### config.mk
export PLATFORM = sky130hd
export DESIGN_NAME = sstk_unit
export DESIGN_NICKNAME = d
export VERILOG_FILES = /design/src/rtl/sstk_unit.sv
export SDC_FILE = /design/constraint.sdc
export NUM_CORES = 1
export LEC_CHECK = 0
export ABC_AREA = 1
export BUFFER_PORTS_ARGS = -buffer_cell sky130_fd_sc_hd__buf_4
export CORE_UTILIZATION = 45
export DETAILED_ROUTE_END_ITERATION = 12
export GPL_ROUTABILITY_DRIVEN = 0
export PLACE_DENSITY = 0.78
export SETUP_SLACK_MARGIN = 0.5
export SLEW_MARGIN = 20
export SYNTH_ARGS = -nofsm -noshare
export SYNTH_HDL_FRONTEND = slang
export SYNTH_SLANG_ARGS = --single-unit
### constraint.sdc
create_clock -name clk -period 2.4 [get_ports clk]
set_input_delay 0.72 -clock clk [delete_from_list [all_inputs] [get_ports clk]]
set_output_delay 0.72 -clock clk [all_outputs]
set_load 0.005 [all_outputs]
### src/rtl/sstk_unit.sv
module sstk_unit #(
  parameter int          XLEN    = 32,
  parameter logic [11:0] PTR_CSR = 12'h011
) (
  input  logic            clk,
  input  logic            rst_n,
  input  logic            en,
  input  logic            op_valid,
  input  logic [1:0]      op_code,
  input  logic [4:0]      op_src,
  input  logic [XLEN-1:0] op_val,
  output logic            op_busy,
  output logic            op_done,
  output logic [XLEN-1:0] op_rdata,
  output logic            op_unhandled,
  output logic            op_swcheck,
  output logic [4:0]      op_cause,
  output logic [XLEN-1:0] op_tval,
  output logic            op_fault,
  output logic            mem_req,
  output logic            mem_we,
  output logic [XLEN-1:0] mem_addr,
  output logic [XLEN-1:0] mem_wdata,
  input  logic            mem_ready,
  input  logic            mem_rvalid,
  input  logic [XLEN-1:0] mem_rdata,
  input  logic            mem_err,
  input  logic            csr_we,
  input  logic [11:0]     csr_addr,
  input  logic [XLEN-1:0] csr_wdata,
  output logic [XLEN-1:0] csr_rdata
);
  localparam int LOWZ = (XLEN == 64) ? 3 : 2;
  localparam logic [XLEN-1:0] STEP = XLEN'(XLEN / 8);
  localparam logic [XLEN-1:0] KEEP = {{(XLEN-LOWZ){1'b1}}, {LOWZ{1'b0}}};
  localparam logic [1:0] OP_PUSH = 2'd0, OP_POP = 2'd1, OP_RDPTR = 2'd2;

  typedef enum logic [1:0] {S_IDLE, S_REQ, S_RESP} st_t;

  st_t             st;
  logic [XLEN-1:0] ptr, addr_q, val_q;
  logic            push_q;

  logic accept, mem_op, src_ok, start_mem, resp, match, commit, csr_hit;
  logic [XLEN-1:0] new_ptr;

  assign accept    = op_valid && (st == S_IDLE);
  assign mem_op    = (op_code == OP_PUSH) || (op_code == OP_POP);
  assign src_ok    = (op_src == 5'd1) || (op_src == 5'd5);
  assign start_mem = accept && en && mem_op && src_ok;
  assign resp      = (st == S_RESP) && mem_rvalid;
  assign match     = (mem_rdata == val_q);
  assign commit    = resp && !mem_err && (push_q || match);
  assign new_ptr   = push_q ? addr_q : addr_q + STEP;
  assign csr_hit   = (csr_addr == PTR_CSR);

  assign op_busy   = (st != S_IDLE);
  assign mem_req   = (st == S_REQ);
  assign mem_we    = mem_req && push_q;
  assign mem_addr  = addr_q;
  assign mem_wdata = val_q;
  assign csr_rdata = csr_hit ? ptr : '0;
  assign op_cause  = op_swcheck ? 5'd18 : 5'd0;
  assign op_tval   = op_swcheck ? XLEN'(3) : '0;

  always_ff @(posedge clk or negedge rst_n) begin
    if (!rst_n) begin
      st     <= S_IDLE;
      addr_q <= '0;
      val_q  <= '0;
      push_q <= 1'b0;
    end else begin
      case (st)
        S_IDLE: if (start_mem) begin
          st     <= S_REQ;
          push_q <= (op_code == OP_PUSH);
          addr_q <= (op_code == OP_PUSH) ? ptr - STEP : ptr;
          val_q  <= op_val;
        end
        S_REQ:   if (mem_ready) st <= S_RESP;
        S_RESP:  if (mem_rvalid) st <= S_IDLE;
        default: st <= S_IDLE;
      endcase
    end
  end

  always_ff @(posedge clk or negedge rst_n) begin
    if (!rst_n) ptr <= '0;
    else if (commit) ptr <= new_ptr & KEEP;
    else if (csr_we && csr_hit) ptr <= csr_wdata & KEEP;
  end

  always_ff @(posedge clk or negedge rst_n) begin
    if (!rst_n) begin
      op_done      <= 1'b0;
      op_rdata     <= '0;
      op_unhandled <= 1'b0;
      op_swcheck   <= 1'b0;
      op_fault     <= 1'b0;
    end else begin
      op_done      <= (accept && !start_mem) || resp;
      op_rdata     <= (accept && en && op_code == OP_RDPTR) ? ptr : '0;
      op_unhandled <= accept && ((op_code == 2'd3) || (en && mem_op && !src_ok));
      op_swcheck   <= resp && !mem_err && !push_q && !match;
      op_fault     <= resp && mem_err;
    end
  end
endmodule

# --- After elaboration in Yosys (flattened, before gate mapping) ---
# Index checks and enable logic that the tools add are counted.
totals:
  wordCells: 69
  register_bits: 135
  inputBits: 123
  output_inout_bits: 172
op_classes:
  addsub: 2
  n_reduce_logical: 33
  muxes: 12
  eq_ne: 12
op_table:
  columns: ["operator", "count"]
  rows:
  - ["2-to-1 mux 32 bit", 6]
  - ["adder 32 x 3 -> 32 bit (second input constant)", 1]
  - ["equality test 32 bit", 1]
  - ["subtractor 32 x 3 -> 32 bit (second input constant)", 1]
  - ["logical AND 1 bit", 17]
  - ["equality test 12 x 5 -> 1 bit (second input constant)", 1]
  - ["2-to-1 mux 2 bit", 4]
  - ["equality test 2 bit (second input constant)", 3]
  - ["case mux 2 bit (3 select lines)", 1]
  - ["equality test 5 x 1 -> 1 bit (second input constant)", 1]
  - ["equality test 5 x 3 -> 1 bit (second input constant)", 1]
  - ["zero test 1 bit", 5]
  - ["logical OR 1 bit", 5]
  - ["2-to-1 mux 5 bit", 1]
  - ["equality test 2 x 1 -> 1 bit (second input constant)", 2]
  - ["zero test 2 bit", 2]
  - ["!= test 2 bit (second input constant)", 2]
  - ["nonzero test 2 bit", 2]
  - ["AND reduction 3 bit", 1]
  - ["!= test 2 x 1 -> 1 bit (second input constant)", 1]
  - ["AND reduction 2 bit", 1]

# --- Depth between registers and ports, before layout ---
# Gate-level depths: netlist of run 1.
depth:
  ltp_word: 8
  depth_mapped: 15
  mapped_depth_nobuf: 14

# --- Worst setup path after synthesis of run 1 ---
# Ideal clock, no wire load.
synth_timing:
  kind: "input to output"
  startpoint: "in csr_addr[7]"
  endpoint: "out csr_rdata[10]"
  n_path_buf: 3
  setup_slack_ns: -0.095
  arrival_ns: 1.775
  required_ns: 1.680
  stages: 9
  path_cell_list: "nor2_1 nand3b_1 nor4_1 and2_1 clkbuf_1 buf_2 inv_1 buf_2 nor2_1"
synth_via:
  elab_chain_cells: 2
synth_rtl:
  columns: ["item", "line", "source"]
  rows:
  - ["start, declared", "29", "input logic [11:0] csr_addr,"]
  - ["equality test 12 x 5 -> 1 bit", "55", "assign csr_hit = (csr_addr == PTR_CSR);"]
  - ["2-to-1 mux 32 bit", "62", "assign csr_rdata = csr_hit ? ptr : '0;"]
  - ["end, declared", "31", "output logic [XLEN-1:0] csr_rdata"]
# Every way passes these cells.

# --- Worst setup path after layout of run 1 ---
layout_timing:
  startpoint: "in csr_addr[7]"
  endpoint: "out csr_rdata[15]"
# The elaborated chain is that of the path after synthesis.

==> impl_metrics.env, run 1 <==
export IMPL_status="finished with violations"
export IMPL_violations="setup timing"
export IMPL_via_count=7547
export IMPL_synth_top_area_cell="dfrtp_1"
export IMPL_ctsHtreeMaxLevel=4
export IMPL_path_class="in -> out"
export IMPL_synthToLayoutAreaGrowth_pct=41.02
export IMPL_combPwrFrac_pct=18.0
export IMPL_sequentialPowerShare_pct=40.0
export IMPL_clock_root_buffer="clkbuf_16"
export IMPL_io_pins=295
export IMPL_dp_hpwl_um=17950
export IMPL_final_nets=1393
export IMPL_grt_ovfl_total=0
export IMPL_seqCellArea_mm2=0.003233
export IMPL_relSlewSlack_pct=66.08
export IMPL_fin_skew_ns=0.009666
export IMPL_clk_pin_slew_ns=0.06
export IMPL_tns_ns=-0.5449
export IMPL_max_freq_ghz=0.4086
export IMPL_die_width_um=131.4
export IMPL_cts_buffers_inserted=17
export IMPL_grt_pass1_vias=7140
export IMPL_required_ns=1.68
export IMPL_p_int_w=0.004604
export IMPL_routedWlPerCell_um=16.17
export IMPL_clock_sinks=129
export IMPL_cp_start_kind="input port"
export IMPL_grt_pass1_wl_um=36930
export IMPL_fin_ws_ns=-0.04743
export IMPL_arrival_ns=1.73
export IMPL_fillers=1285
export IMPL_std_cell_rows=46
export IMPL_netlist_top_cells_area="dfrtp_1, nand2_1, nor2_1"
export IMPL_vdd_drop_max_mv=0.4758
export IMPL_drc=0
export IMPL_hold_viol_final=0
export IMPL_multiInputGateArea_mm2=0.003871
export IMPL_first_pass_iters=6
export IMPL_clockBufferDepth=2
export IMPL_die_y_um=131.4
export IMPL_tightest_slew_ns=0.5088
export IMPL_fin_crit_sh_pct=102.0
export IMPL_clk_latency_ns=0.42
export IMPL_synth_seq_area_share_pct=42.83
export IMPL_min_path_type="in -> async"
export IMPL_power_density_mw_per_mm2=601.9
export IMPL_rsz0062_at_grt="yes"
export IMPL_maxSlewViolCount=0
export IMPL_first_iter_violations=745
export IMPL_critPathMaxFanout=30
export IMPL_port_buffers=252
export IMPL_setup_violations=30
export IMPL_min_period_ns=2.447
export IMPL_cpPeakStageDelay_ns=0.23
export IMPL_pre_cts_slack_ns=-0.1983
export IMPL_drive_above_1_share_pct=33.49
export IMPL_path_buf_inv=3
export IMPL_switching_share_pct=28.03
export IMPL_switching_power_w=0.001793
export IMPL_crit_top_cell="buf_4"
export IMPL_grt_max_degree=50
export IMPL_avgSynthCellArea_um2=7.530
export IMPL_synth_top_cell_area_share_pct=42.83
export IMPL_synthCells=1001
export IMPL_die_area_mm2=0.01727
export IMPL_design_core_area_mm2=0.01612
export IMPL_drt_vias_per_instance=5.038
export IMPL_antenna_found_initial=1
export IMPL_synth_main_ff_cell="dfrtp_1"
export IMPL_p_leak_nw=5.491
export IMPL_start_util_pct=46.77
export IMPL_ant_nets=0
export IMPL_critical_path_top_delay_family="simple AND/OR/NAND/NOR gates"
export IMPL_track_usage_pct=27.43
export IMPL_ys_ff_latch=129
export IMPL_synthArstFlopShare_pct=100.0
export IMPL_ys_warn_count=0
export IMPL_synth_distinct_cells=42
export IMPL_maxCapViolations=0
export IMPL_path_cells="buf_4, nor2_4, nand3b_1, nor4_2, and2_4, inv_12, nor2_2, buf_4"
export IMPL_synth_edff_count=0
export IMPL_end_kind="output port"
export IMPL_pwr_share_clk_pct=42.0
export IMPL_netlist_area_mm2=0.007537
export IMPL_cts_tree="done"
export IMPL_crit_slowest_cell="and2_4"
export IMPL_drt_wl_total_um=24220
what timing repair did:
item / CTS / global route
endpoints found under the setup margin: 67 / 69
gates cloned: 0 / 2
pin swaps: 2 / 7
gates resized for setup: 17 / 41
hold buffers: 0 / 0
setup buffers: 1 / 15
cell families after synthesis:
kind of cell	after synthesis	synth area share (%)
compound gates	59	4.117
buf+inv	161	10.61
simple gates	576	33.57
xor+xnor	72	8.366
mux	1	0.1328
flops	129	42.83
other cells	1	0.04975
fa+ha+maj	2	0.3320
final cells by class:
class                   instances  area share [%]
diodes                          1         0.02354
clock buffers                  19           4.261
clock inverters                13           1.507
inverters                      80           2.990
multi-input cells             749           36.42
flip-flops and latches        129           30.42
well taps                     216           2.543
repair buffers                291           21.84
stage by stage:
step	utilization, %	area (um2)	hold slack, ns	std cells	power, W
final	65.96	10630	0.2300	1498	0.006398
after global routing	65.96	10630	0.2499	1498	0.006652
after CTS	64.08	10330	0.2344	1480	0.006345
after detailed placement	59.94	9659	0.4493	1447	0.003658
after global placement	59.94	9659	0.4364	1447	0.003630
after floorplan	-	7800	0.4244	1039	0.003080
layout by cell type (no fill, tap or decap), types with 2 or more instances in the layout:
master | synthesis | final
nand2_1 | 310 | 304
buf_4 | 45 | 277
dfrtp_1 | 129 | 125
nor2_1 | 121 | 82
nand3_1 | 83 | 81
inv_1 | 72 | 64
nor2_2 | 6 | 39
conb_1 | 1 | 39
o21ai_0 | 43 | 38
xor2_1 | 37 | 37
xnor2_1 | 35 | 34
clkbuf_16 | 0 | 19
inv_2 | 8 | 14
nor2_4 | 6 | 12
nor3_1 | 13 | 10
o21ai_1 | 6 | 10
nand4_1 | 9 | 9
nand2_2 | 4 | 8
nor4_1 | 7 | 6
nor3_2 | 3 | 6
buf_12 | 0 | 6
a21oi_1 | 5 | 5
clkinvlp_4 | 0 | 5
buf_6 | 1 | 5
nand3_2 | 2 | 4
dfrtp_2 | 0 | 4
nand2_4 | 2 | 3
bufinv_16 | 0 | 3
clkinv_2 | 0 | 3
nor4_2 | 1 | 2
inv_6 | 0 | 2
o21ai_2 | 1 | 2
clkbuf_8 | 0 | 2
final timing paths:
path,startpoint,endpoint,slack [ns],cells after the start
worst max-delay path,csr_addr[7],csr_rdata[15],-0.05,8
worst min-delay path,rst_n,op_rdata[13],0.23,1
worst max register to register,mem_addr[2],ptr[24],0.46,10
worst min register to register,st[0],st[1],0.48,1
max in group asynchronous,rst_n,mem_wdata[23],1.51,2
min in group clk,st[0],st[1],0.48,1
synth_stat cells, types with 7 or more instances:
master / instances
nand2_1: 310
nor4_1: 7
nor3_1: 13
buf_2: 15
xnor2_1: 35
inv_1: 72
inv_2: 8
buf_4: 45
dfrtp_1: 129
nand4_1: 9
nor2_1: 121
nand3_1: 83
clkbuf_1: 20
o21ai_0: 43
xor2_1: 37
power by group through the flow:
| stage | combinational (W) | sequential, W | clock (W) |
|---|---|---|---|
| after floorplan | 0.000540 | 0.00254 | 0 |
| after global placement | 0.00105 | 0.00258 | 0 |
| after detailed placement | 0.00107 | 0.00259 | 0 |
| after CTS | 0.00108 | 0.00255 | 0.00271 |
| after global routing | 0.00126 | 0.00258 | 0.00281 |
| final | 0.00115 | 0.00256 | 0.00269 |
per-layer routing:
metal	GRT usage [%]	part of all wire (%)	wire length (um)
met1	35.74	41	9825
met2	44.47	49	11760
met3	6.057	8.8	2141
met4	10.34	2.1	497
met5	0	0	0
registers in the layout, summed over array words and instances, names as in the netlist:
register	cells
op_swcheck	1
mem_addr	30
op_unhandled	1
op_done	1
op_fault	1
ptr	30
st	2
push_q	1
op_rdata	30
mem_wdata	32
No activity file was read; power rests on OpenSTA's default activity.
==> run 2: changes to the inputs <==
==> constraint.sdc (replaced) <==
create_clock -name clk -period 2.4 [get_ports clk]
set_input_delay 0.72 -clock clk [delete_from_list [all_inputs] [get_ports clk]]
set_output_delay 0.72 -clock clk [all_outputs]
set_load 0.05 [all_outputs]
==> impl_metrics.env, run 2 (synthesized netlist as in run 1, its figures left out) <==
export IMPL_cts_buffers_inserted=17
export IMPL_via_count=7669
export IMPL_max_freq_ghz=0.3816
export IMPL_die_area_mm2=0.01727
export IMPL_hold_viol_final=0
export IMPL_antenna_found_initial=0
export IMPL_start_util_pct=46.77
export IMPL_first_iter_violations=641
export IMPL_drc=0
export IMPL_min_period_ns=2.621
export IMPL_multiInputGateArea_mm2=0.003984
export IMPL_dp_hpwl_um=18090
export IMPL_vdd_drop_max_mv=0.5486
export IMPL_routedWlPerCell_um=16.78
export IMPL_clk_latency_ns=0.43
export IMPL_cts_tree="done"
export IMPL_maxSlewViolCount=0
export IMPL_final_nets=1393
export IMPL_mostFrequentLayoutCells="nand2_1, buf_4, dfrtp_1, nor2_1, nand3_1"
export IMPL_crit_path_start="csr_addr[5]"
export IMPL_first_pass_iters=6
export IMPL_switching_share_pct=33.66
export IMPL_grt_pass1_vias=7224
export IMPL_clk_pin_slew_ns=0.06
export IMPL_track_usage_pct=29.15
export IMPL_die_y_um=131.4
export IMPL_seqCellArea_mm2=0.003251
export IMPL_std_cell_rows=46
export IMPL_design_core_area_mm2=0.01612
export IMPL_combPwrFrac_pct=25.2
export IMPL_worstReg2RegEnd="mem_addr[26]"
export IMPL_worst_r2r_setup_slack_ns=0.49
export IMPL_final_common_cell="nand2_1"
export IMPL_tightest_slew_ns=0.4908
export IMPL_synthToLayoutAreaGrowth_pct=45.14
export IMPL_cp_start_kind="input port"
export IMPL_fin_skew_ns=0.009455
export IMPL_drive_above_1_share_pct=33.57
export IMPL_port_buffers=252
export IMPL_ctsHtreeMaxLevel=4
export IMPL_pwr_share_clk_pct=38.2
export IMPL_power_density_mw_per_mm2=639.6
export IMPL_grt_max_degree=72
export IMPL_power_total_w=0.006997
export IMPL_fin_util_pct=67.88
export IMPL_fillers=1322
export IMPL_drt_wl_total_um=25120
export IMPL_crit_end="csr_rdata[31]"
export IMPL_whs_ns=0.2272
export IMPL_io_pins=295
export IMPL_p_int_w=0.004642
export IMPL_fin_crit_sh_pct=109.2
export IMPL_stdcell_area_mm2=0.01094
export IMPL_n_antenna_cell=0
export IMPL_clockBufferDepth=2
export IMPL_setup_violations=30
export IMPL_die_width_um=131.4
export IMPL_grt_pass1_wl_um=38930
export IMPL_relSlewSlack_pct=66.98
export IMPL_critPathMaxFanout=8
export IMPL_min_path_type="in -> async"
export IMPL_grt_ovfl_total=0
export IMPL_maxCapViolations=0
export IMPL_crit_reg2reg_launch="ptr[3]"
export IMPL_ant_nets=0
export IMPL_place_area_mm2=0.009814
export IMPL_clock_sinks=129
export IMPL_status="finished with violations"
export IMPL_pre_cts_slack_ns=-0.3817
export IMPL_switching_power_w=0.002355
export IMPL_largest_reg_flops=32
export IMPL_path_class="in -> out"
export IMPL_clock_root_buffer="clkbuf_16"
export IMPL_p_leak_nw=5.511
export IMPL_end_kind="output port"
export IMPL_r2r_cells=10
export IMPL_holdBufCountCts=0
export IMPL_sequentialPowerShare_pct=36.6
export IMPL_required_ns=1.68
export IMPL_fin_ws_ns=-0.2208
export IMPL_rsz0062_at_grt="yes"
export IMPL_arrival_ns=1.90
export IMPL_drt_vias_per_instance=5.123
export IMPL_violations="setup timing"
## run 2: cell count changes in the layout (fill, tap and decap cells not counted), sizes merged
cell,delta
clkbuf,+3
clkinvlp,-2
buf,-1
diode,-1
## run 2: stage by stage
| step | setup TNS (ns) | instances |
|---|---|---|
| CTS | -4.848 | 1482 |
| detailed placement | -10.96 | 1442 |
| finish | -5.775 | 1497 |
| global placement | -10.67 | 1442 |
| global route | -8.494 | 1497 |
| floorplan | -5.113 | 1039 |
## run 2: worst max-delay path: stages
cell and delay, ns:
buf_4 0.10, nand3b_1 0.16, nor4_2 0.18, and2_4 0.23, buf_12 0.15, inv_16 0.07
nor2_4 0.11, buf_6 0.16
## run 2: worst min-delay path by stage
stage	end	from	depth (start not counted)
after detailed placement	st[1]	st[0]	1
after floorplan	mem_addr[10]	rst_n	0
final	op_rdata[17]	rst_n	1
after CTS	mem_wdata[24]	rst_n	1
after global routing	op_rdata[17]	rst_n	1
after global placement	st[1]	st[0]	1
## run 2: final cells by class
| type | count | share of cell area, % |
|---|---|---|
| Sequential cell | 129 | 29.72 |
| Clock buffer | 23 | 4.369 |
| Timing Repair inverter | 2 | 0.2859 |
| Tap cell | 216 | 2.471 |
| Timing Repair Buffer | 289 | 22.57 |
| Inverter | 80 | 2.974 |
| Multi-Input combinational cell | 749 | 36.42 |
| Clock inverter | 9 | 1.201 |
## run 2: power groups by stage
stage	logic [W]	registers [W]	clock network (W)
3_5_place_dp	0.00170	0.00259	0
6_report	0.00176	0.00256	0.00267
4_1_cts	0.00171	0.00255	0.00270
3_3_place_gp	0.00167	0.00258	0
5_1_grt	0.00188	0.00258	0.00280
2_1_floorplan	0.000672	0.00302	0
## run 2: what timing repair did
item | CTS | global route
gates resized for setup | 60 | 41
endpoints found under the setup margin | 77 | 88
buffers inserted | 6 | 14
pin swaps | 4 | 7
cloned | 2 | 1
## run 2: layer usage
metal  share of wire, %  up-vias  wire length [um]  track usage (%)
met1                 39     3595              9917            37.43
met4                3.2        0               796            11.82
met3                8.1       63              2023            5.671
li1                   -     3598                 -                -
met5                  0        -                 0                0
met2                 49      413             12380            48.12
==> run 3: changes to the inputs <==
--- a/config.mk
+++ b/config.mk
@@ -16,3 +16,4 @@
 export SYNTH_ARGS = -nofsm -noshare
 export SYNTH_HDL_FRONTEND = slang
 export SYNTH_SLANG_ARGS = --single-unit
+export TNS_END_PERCENT = 50
==> impl_metrics.env, run 3 (synthesized netlist as in run 1, its figures left out) <==
export IMPL_status="finished with violations"
export IMPL_violations="setup timing"
export IMPL_path_class="in -> out"
export IMPL_die_y_um=131.4
export IMPL_start_util_pct=46.77
export IMPL_first_iter_violations=868
export IMPL_drc=0
export IMPL_clockBufferDepth=2
export IMPL_final_common_cell="nand2_1"
export IMPL_synthToLayoutAreaGrowth_pct=52.84
export IMPL_port_buffers=252
export IMPL_met2_usage_pct=46.62
export IMPL_power_density_mw_per_mm2=608.7
export IMPL_min_path_type="in -> async"
export IMPL_dp_hpwl_um=18010
export IMPL_fin_crit_sh_pct=107.6
export IMPL_design_core_area_mm2=0.01612
export IMPL_grt_pass1_vias=7072
export IMPL_critPathMaxFanout=8
export IMPL_std_cell_rows=46
export IMPL_grt_ovfl_total=0
export IMPL_die_area_mm2=0.01727
export IMPL_arrival_ns=1.86
export IMPL_fin_util_pct=71.48
export IMPL_end_kind="output port"
export IMPL_relSlewSlack_pct=64.74
export IMPL_p_leak_nw=5.718
export IMPL_crit_reg2reg_launch="st[0]"
export IMPL_rsz0062_at_grt="yes"
export IMPL_drt_wl_total_um=26850
export IMPL_vdd_drop_max_mv=0.4661
export IMPL_io_pins=295
export IMPL_drive_above_1_share_pct=38.58
export IMPL_cts_tree="done"
export IMPL_clock_root_buffer="clkbuf_16"
export IMPL_grtUsageMet1_pct=36.68
export IMPL_min_period_ns=2.582
export IMPL_antenna_found_initial=0
export IMPL_fin_ws_ns=-0.1819
export IMPL_tightest_slew_ns=0.5284
export IMPL_fillers=1210
export IMPL_power_total_w=0.007012
export IMPL_ctsHtreeMaxLevel=4
export IMPL_first_pass_iters=7
export IMPL_fin_skew_ns=0.02234
export IMPL_worst_r2r_setup_slack_ns=0.35
export IMPL_grt_pass1_wl_um=37880
export IMPL_n_antenna_cell=0
export IMPL_cp_start_kind="input port"
export IMPL_setup_violations=30
export IMPL_ant_nets=0
export IMPL_maxCapViolations=0
export IMPL_grt_max_degree=42
export IMPL_track_usage_pct=28.51
export IMPL_drt_vias_per_instance=5.198
export IMPL_worstReg2RegEnd="ptr[24]"
export IMPL_hold_viol_final=0
export IMPL_mostFrequentLayoutCells="nand2_1, buf_4, dfrtp_1, nor2_1, nand3_1"
export IMPL_final_nets=1408
export IMPL_clk_pin_slew_ns=0.06
export IMPL_top_usage_layer="met2"
export IMPL_die_width_um=131.4
export IMPL_largest_reg_flops=32
export IMPL_cts_buffers_inserted=17
export IMPL_r2r_cells=10
export IMPL_maxSlewViolCount=0
export IMPL_max_freq_ghz=0.3873
export IMPL_routedWlPerCell_um=17.76
export IMPL_grtUsageMet3_pct=5.941
export IMPL_clock_sinks=129
export IMPL_via_count=7859
export IMPL_required_ns=1.68
export IMPL_clk_latency_ns=0.43
-- run 3: changes by cell type in the layout (fill, tap and decap cells not counted), sizes merged --
cell | before | now
nand2 | 316 | 317
clkinv | 4 | 8
inv | 81 | 82
clkinvlp | 3 | 5
clkbuf | 24 | 26
buf | 288 | 293
-- run 3: worst max-delay path, stage by stage --
cell and delay (ns):
buf_4 0.11, nor4_2 0.29, and2_4 0.23, buf_12 0.15
inv_16 0.07, nor2_4 0.11, buf_6 0.16
-- run 3: metrics by stage --
stage	hold WS, ns	instances	setup TNS, ns	setup slack [ns]	cell area, um2
after floorplan	0.4244	1039	-5.113	-0.1913	7975
after global placement	0.4372	1447	-9.334	-0.3249	9824
after detailed placement	0.4562	1447	-10.03	-0.3405	9824
after CTS	0.2263	1488	-4.877	-0.1892	10760
after global routing	0.2321	1512	-7.485	-0.2728	11520
final	0.2105	1512	-4.569	-0.1819	11520
-- run 3: repair_timing --
item                                    CTS  global route
cloned                                    2            12
hold buffers                              0             0
endpoints found under the setup margin   77            85
resized for setup                        71           128
pin swaps                                 7            45
buffers inserted                          7            12
hold endpoints to repair                  0             0
-- run 3: layout make-up --
cell class / count / area, um2 / share of cell area [%]
multi-input combinational: 750 / 4247 / 36.86
sequential: 129 / 3249 / 28.21
timing repair buffer: 301 / 2761 / 23.97
clock buffer: 18 / 439.2 / 3.812
inverter: 80 / 331.6 / 2.878
tap: 216 / 270.3 / 2.346
clock inverter: 14 / 165.2 / 1.434
timing repair inverter: 4 / 56.30 / 0.4888
-- run 3: how the worst max path moves through the flow --
stage                            from             to  slack, ns
after floorplan           csr_addr[7]  csr_rdata[10]      -0.19
after global placement    csr_addr[9]  csr_rdata[21]      -0.32
after CTS                 csr_addr[7]  csr_rdata[14]      -0.19
after detailed placement  csr_addr[7]  csr_rdata[20]      -0.34
after global routing      csr_addr[7]  csr_rdata[10]      -0.27
final                     csr_addr[9]  csr_rdata[14]      -0.18
-- run 3: where the power goes --
group	internal (W)	leakage (nW)	switching, W
clock network	0.00165	0.284	0.000995
logic	0.000598	3.73	0.00120
registers	0.00234	1.70	0.000229
-- run 3: per-layer routing --
layer | wire length [um] | vias to the layer above
met5 | 0 | -
met4 | 951 | 0
met3 | 2332 | 95
met2 | 13130 | 480
met1 | 10440 | 3657
li1 | - | 3627
